<file path="src/rtl/icu_pkg.sv">
package icu_pkg;
  localparam int ADDR_W = 3;
  localparam int DATA_W = 16;

  typedef enum logic [ADDR_W-1:0] {
    A_GIE   = 3'd0,
    A_MLO   = 3'd1,
    A_MHI   = 3'd2,
    A_VEC   = 3'd3,
    A_NSTAT = 3'd4,
    A_NMON  = 3'd5,
    A_NCTL  = 3'd6
  } reg_addr_e;
endpackage

</file>
<file path="src/rtl/icu_mask_bank.sv">
module icu_mask_bank #(
  parameter int NUM_IRQ = 32,
  parameter int DATA_W  = 16,
  parameter int ADDR_W  = 3
) (
  input  logic               clk,
  input  logic               rst_n,
  input  logic               wr_en,
  input  logic [ADDR_W-1:0]  wr_addr,
  input  logic [DATA_W-1:0]  wdata,
  output logic [NUM_IRQ-1:0] mask_o
);
  import icu_pkg::*;
  localparam int NUM_BANKS = NUM_IRQ / DATA_W;

  for (genvar b = 0; b < NUM_BANKS; b++) begin : g_bank
    logic              bank_we;
    logic [DATA_W-1:0] bank_d, bank_q;

    always_comb begin
      bank_we = wr_en && (wr_addr == ADDR_W'(int'(A_MLO) + b));
      bank_d  = wdata;
    end

    always_ff @(posedge clk or negedge rst_n) begin
      if (!rst_n)       bank_q <= '0;
      else if (bank_we) bank_q <= bank_d;
    end

    assign mask_o[b*DATA_W +: DATA_W] = bank_q;
  end
endmodule

</file>
<file path="src/rtl/icu_prio_enc.sv">
module icu_prio_enc #(
  parameter int N     = 32,
  parameter int IDX_W = $clog2(N)
) (
  input  logic [N-1:0]     act,
  output logic             hit,
  output logic [IDX_W-1:0] idx
);
  always_comb begin
    hit = 1'b0;
    idx = '0;
    for (int i = 0; i < N; i++) begin
      if (act[i]) begin
        hit = 1'b1;
        idx = IDX_W'(i);
      end
    end
  end
endmodule

</file>
<file path="src/rtl/icu_nmi_unit.sv">
module icu_nmi_unit (
  input  logic clk,
  input  logic rst_n,
  input  logic nmi_in,
  input  logic en_we,
  input  logic en_d,
  input  logic rd_clr,
  input  logic ack,
  output logic en_o,
  output logic pend_o,
  output logic rise_o
);
  logic lvl_q, en_q, pend_q, pend_d;

  assign rise_o = nmi_in && !lvl_q;

  always_comb begin
    pend_d = pend_q;
    if (en_q && rise_o)              pend_d = 1'b1;
    else if (rd_clr || (ack && pend_q)) pend_d = 1'b0;
  end

  always_ff @(posedge clk or negedge rst_n) begin
    if (!rst_n) begin
      lvl_q  <= 1'b0;
      pend_q <= 1'b0;
    end else begin
      lvl_q  <= nmi_in;
      pend_q <= pend_d;
    end
  end

  always_ff @(posedge clk or negedge rst_n) begin
    if (!rst_n)     en_q <= 1'b0;
    else if (en_we) en_q <= en_d;
  end

  assign en_o   = en_q;
  assign pend_o = pend_q;
endmodule

</file>
<file path="src/rtl/icu_top.sv">
module icu_top #(
  parameter int NUM_IRQ  = 32,
  parameter int DATA_W   = 16,
  parameter int ADDR_W   = 3,
  parameter int VEC_BASE = 16,
  parameter int NMI_VEC  = 1,
  parameter int VEC_W    = 7
) (
  input  logic               clk,
  input  logic               rst_n,
  input  logic               bus_sel,
  input  logic               bus_wr,
  input  logic [ADDR_W-1:0]  bus_addr,
  input  logic [DATA_W-1:0]  bus_wdata,
  output logic [DATA_W-1:0]  bus_rdata,
  input  logic [NUM_IRQ-1:0] irq_req,
  input  logic               nmi_in,
  input  logic               gie_set,
  input  logic               gie_clr,
  input  logic               int_ack,
  output logic               int_out
);
  import icu_pkg::*;
  localparam int IDX_W     = $clog2(NUM_IRQ);
  localparam int NUM_BANKS = NUM_IRQ / DATA_W;

  // reset: asserted asynchronously, released on the clock
  logic rst_s1_q, rst_sync_n;
  always_ff @(posedge clk or negedge rst_n) begin
    if (!rst_n) begin
      rst_s1_q   <= 1'b0;
      rst_sync_n <= 1'b0;
    end else begin
      rst_s1_q   <= 1'b1;
      rst_sync_n <= rst_s1_q;
    end
  end

  logic wr_en, rd_en;
  assign wr_en = bus_sel && bus_wr;
  assign rd_en = bus_sel && !bus_wr;

  // global enable
  logic gie_q, gie_d, gie_we;
  always_comb begin
    gie_we = gie_clr || gie_set || (wr_en && bus_addr == A_GIE);
    if (gie_clr)      gie_d = 1'b0;
    else if (gie_set) gie_d = 1'b1;
    else              gie_d = bus_wdata[0];
  end
  always_ff @(posedge clk or negedge rst_sync_n) begin
    if (!rst_sync_n)  gie_q <= 1'b0;
    else if (gie_we)  gie_q <= gie_d;
  end

  logic [NUM_IRQ-1:0] mask;
  icu_mask_bank #(.NUM_IRQ(NUM_IRQ), .DATA_W(DATA_W), .ADDR_W(ADDR_W)) u_mask (
    .clk(clk), .rst_n(rst_sync_n), .wr_en(wr_en), .wr_addr(bus_addr),
    .wdata(bus_wdata), .mask_o(mask)
  );

  logic nmi_en, nmi_pend, nmi_rise;
  icu_nmi_unit u_nmi (
    .clk(clk), .rst_n(rst_sync_n), .nmi_in(nmi_in),
    .en_we(wr_en && bus_addr == A_NCTL), .en_d(bus_wdata[0]),
    .rd_clr(rd_en && bus_addr == A_NSTAT), .ack(int_ack),
    .en_o(nmi_en), .pend_o(nmi_pend), .rise_o(nmi_rise)
  );

  logic [NUM_IRQ-1:0] active;
  logic               hit;
  logic [IDX_W-1:0]   win_idx;
  assign active = irq_req & mask & {NUM_IRQ{gie_q}};

  icu_prio_enc #(.N(NUM_IRQ), .IDX_W(IDX_W)) u_prio (
    .act(active), .hit(hit), .idx(win_idx)
  );

  logic [VEC_W-1:0] vector;
  always_comb begin
    if (nmi_pend) vector = VEC_W'(NMI_VEC);
    else if (hit) vector = VEC_W'(VEC_BASE) + VEC_W'(win_idx);
    else          vector = '0;
  end

  assign int_out = nmi_pend || hit;

  always_comb begin
    bus_rdata = '0;
    if (rd_en) begin
      case (bus_addr)
        A_GIE:   bus_rdata = DATA_W'(gie_q);
        A_VEC:   bus_rdata = DATA_W'(vector);
        A_NSTAT: bus_rdata = DATA_W'(nmi_pend);
        A_NMON:  bus_rdata = DATA_W'(nmi_in);
        A_NCTL:  bus_rdata = DATA_W'({nmi_pend, nmi_en});
        default: bus_rdata = '0;
      endcase
      for (int b = 0; b < NUM_BANKS; b++) begin
        if (bus_addr == ADDR_W'(int'(A_MLO) + b))
          bus_rdata = mask[b*DATA_W +: DATA_W];
      end
    end
  end
endmodule

</file>
<file path="config.mk">
export PLATFORM = sky130hd
export DESIGN_NAME = icu_top
export DESIGN_NICKNAME = d
export VERILOG_FILES = /design/src/rtl/icu_pkg.sv /design/src/rtl/icu_mask_bank.sv /design/src/rtl/icu_prio_enc.sv /design/src/rtl/icu_nmi_unit.sv /design/src/rtl/icu_top.sv
export SDC_FILE = /design/constraint.sdc
export NUM_CORES = 1
export LEC_CHECK = 0
export CELL_PAD_IN_SITES_DETAIL_PLACEMENT = 0
export CELL_PAD_IN_SITES_GLOBAL_PLACEMENT = 2
export CORE_MARGIN = 8
export CORE_UTILIZATION = 30
export DETAILED_ROUTE_END_ITERATION = 7
export GPL_TIMING_DRIVEN = 0
export HOLD_SLACK_MARGIN = 0.05
export PLACE_DENSITY_LB_ADDON = 0.1
export SKIP_LAST_GASP = 1
export SLEW_MARGIN = 10
export SYNTH_ARGS = -nofsm -noshare
export SYNTH_HDL_FRONTEND = slang
export SYNTH_SLANG_ARGS = --single-unit
</file>
<file path="constraint.sdc">
create_clock -name clk -period 4.5 [get_ports clk]
set_input_delay 0.9 -clock clk [delete_from_list [all_inputs] [get_ports clk]]
set_output_delay 0.9 -clock clk [all_outputs]
set_load 0.01 [all_outputs]
</file>
==> summary.txt <==
Critical path
  • Buffers & Inverters on Critical Path: 2
  • Worst setup SP type: input port
  • CP peak stage delay: 0.62 ns
  • Critical path endpoint category: output pin
  • Cell mode on critical path: clkdlybuf4s50_1
  • Worst path required time: 3.60 ns
  • FF-to-FF path depth: 4
  • Arr. time, crit path: 3.39 ns
  • Critical-path cell list: clkdlybuf4s50_1, a22o_1, a211o_1, a21oi_1, a221o_1, a221oi_1, o41ai_1, clkdlybuf4s50_1
  • CP Max Fanout: 4
  • CP max stage cell: clkdlybuf4s50_1
  • Crit-path leading delay family: compound AO/OA/AOI/OAI gates
  • Critical path class: in -> out
  • CP Depth: 8

Final layout
  • Share of cells above drive strength 1: 9.29%
  • Fillers: 795
  • Area taken by multi-input logic gates: 1400 um^2
  • Nets: 381
  • Area delta synth->final: 41.0%
  • Finished Cell Area: 3410 um^2
  • FF+latch area: 952 um^2
  • Antenna diodes: 0

Logic synthesis
  • Register bit count reported by yosys: 38
  • Mean area per synthesized cell: 10.1 um^2
  • Number of library cell types mapped by synthesis: 49
  • Yosys top cell area share: 39.3%
  • Total of warnings raised by yosys: 0
  • Synth area leaders: dfrtp_1, mux2_1, a22o_1, a22oi_1, nand2_1
  • Cells after Synth: 240
  • Post-synthesis sequential area ratio: 39.3%
  • Cell Area, Synth: 2420 um^2
  • Net Count, Synth: 299
  • Dominant synthesized flop cell: dfrtp_1
  • Number of flops mapped to enable cells by yosys: 0
  • Post-synth ARST share: 100%
  • Leading area contributor after synthesis: dfrtp_1

Global route
  • Total track usage: 14.9%
  • Largest net degree at the start of global routing: 21
  • GRT overflow: 0
  • Initial antenna violation count: 0
  • Global-route wire length before repair: 13.2 mm
  • Vias in the first global route: 2429

Power and ir drop
  • Pwr Total: 1.12 mW
  • Power Density: 327 nW/um^2
  • Worst vdd ir: 0.000142 V
  • Leak: 1.36 nW

Detailed routing
  • Initial drt markers: 117
  • Total wire length: 8.33 mm
  • # DRC: 0
  • Routed wire length per instance: 19.6 um
  • Vias per cell: 5.39
  • Final ANT Viol Nets: 0
  • Total number of vias: 2292
  • DRT Pass-1 Iters: 5

Die
  • Starting density of the core: 31.2%
  • Core ar.: 7770 um^2
  • Die area: 11200 um^2
  • I/O pins: 76
  • Core Rows: 32
  • Die width: 106 um
  • Die Ht: 106 um

STA
  • Max Freq: 0.233 GHz
  • Tmin final: 4.29 ns
  • Period utilisation layout: 95.2%
  • Max-slew violations: 0
  • Final setup viols: 0
  • Worst rel slew slack: 56.3%
  • Slew @ Worst Pin: 0.656 ns
  • Worst hold margin: 0.225 ns
  • Setup slack after layout: 0.214 ns
  • Setup TNS: 0 ns
  • Clock skew: 0.0123 ns
  • Final Hold Fails: 0
  • Setup repair after global routing missed its margin: no

Clock tree
  • Root buffer cell: clkbuf_8
  • Htree depth: 2
  • CTS tree: done
  • Clock Tree Buf Depth: 2
  • Setup Fix Bufs, Post-CTS: 0
  • Clock transition at path regs: 0.09 ns
  • Post-CTS resize count: 0
  • Worst skew pair latency: 0.30 ns
  • Num CTS Buffers: 5
  • Clock sink total: 38
  • CTS hold repair buffers: 0

Run
  • Max cap viols: 0

Placed design
  • Place WS: 0.278 ns
  • Post-DP HPWL: 6.72 mm
  • Post-DP Area: 3320 um^2
  • Port Buffers: 74
  • Placer Congestion: 0.793

Hold path
  • Hold Crit Class: reg -> async

Status
  • Status: finished clean
[cell type report]
type	count	share of cell area, %
multi-input cells	186	41.0
flip-flops and latches	38	27.9
repair buffers	75	22.5
well taps	102	3.74
clock buffers	6	2.42
plain buffers	10	1.43
inverters	6	0.660
clock inverters	2	0.367
[placed cells by master (no fill, tap or decap), types with 3 or more instances in the layout]
cell,instances
a21oi_1,10
a221oi_1,3
a22o_1,16
a22oi_1,18
a32oi_1,3
buf_2,3
clkbuf_1,5
clkbuf_8,6
clkdlybuf4s50_1,74
dfrtp_1,37
inv_1,6
mux2_1,26
mux2_2,7
mux2i_1,3
nand2_1,26
nand3_1,6
nor2_1,17
nor3_1,3
o2111ai_1,3
o21ai_0,6
o41ai_1,5
[state kept, by name, indices dropped and copies added, names as in the netlist]
| register | count |
|---|---|
| rst_s1_q | 1 |
| u_nmi.pend_o | 1 |
| u_nmi.en_o | 1 |
| u_nmi.lvl_q | 1 |
| rst_sync_n | 1 |
| gie_q | 1 |
| u_mask.g_bank.bank_q | 32 |
[where the power goes]
part	leakage (nW)	switching [mW]	total, mW	internal [mW]
clock network	0.0472	0.128	0.252	0.123
logic	0.852	0.167	0.360	0.193
registers	0.464	0.0905	0.504	0.414
[final timing paths]
check / from / endpoint / slack, ns
max in group asynchronous: rst_n / rst_sync_n / 3.62
worst max-delay path: irq_req[12] / bus_rdata[0] / 0.21
worst max register to register: gie_q / gie_q / 3.14
worst min register to register: rst_sync_n / u_mask.g_bank[0].bank_q[3] / 0.22
min in group clk: rst_s1_q / rst_sync_n / 0.36
worst min-delay path: rst_sync_n / u_mask.g_bank[0].bank_q[3] / 0.22
[per-layer routing]
metal	wire length (um)	vias up	global-route usage (%)
li1	-	1098	-
met1	3790	1113	19.5
met2	3840	74	23.8
met3	635	7	4.20
met4	61	0	3.62
met5	0	-	0
[through the flow]
stage                     std cells  utilization (%)
final                           425             43.9
after global routing            425             43.9
after CTS                       425             43.9
after detailed placement        417             42.7
after global placement          416             42.3
after floorplan                 240                -
[Yosys cell counts (2+ instances only)]
library cell,number
inv_1,6
o2111ai_1,3
o21ai_2,2
buf_4,2
nor2b_1,2
o21ai_1,2
a21oi_1,10
dfrtp_1,38
a22oi_1,18
mux2_1,26
o41ai_1,5
buf_2,3
clkbuf_1,5
mux2_2,7
nand2_1,26
a32o_1,2
a32oi_1,3
a221oi_1,3
nor2_1,17
o21ai_0,6
nand3_1,6
mux2i_1,3
a22o_1,16
nor3_1,3
nand2b_1,2
[cell families (layout without fill, tap and decap cells)]
kind of cell | after synthesis | after routing | synth area share (%)
multiplexers | 36 | 36 | 16.6
AO/OA/AOI/OAI | 84 | 84 | 28.2
other | 1 | 1 | 0.155
buffers and inverters | 16 | 99 | 2.95
AND/OR/NAND/NOR | 65 | 65 | 12.8
flip-flops | 38 | 38 | 39.3
(Power assumes the default switching activity.)
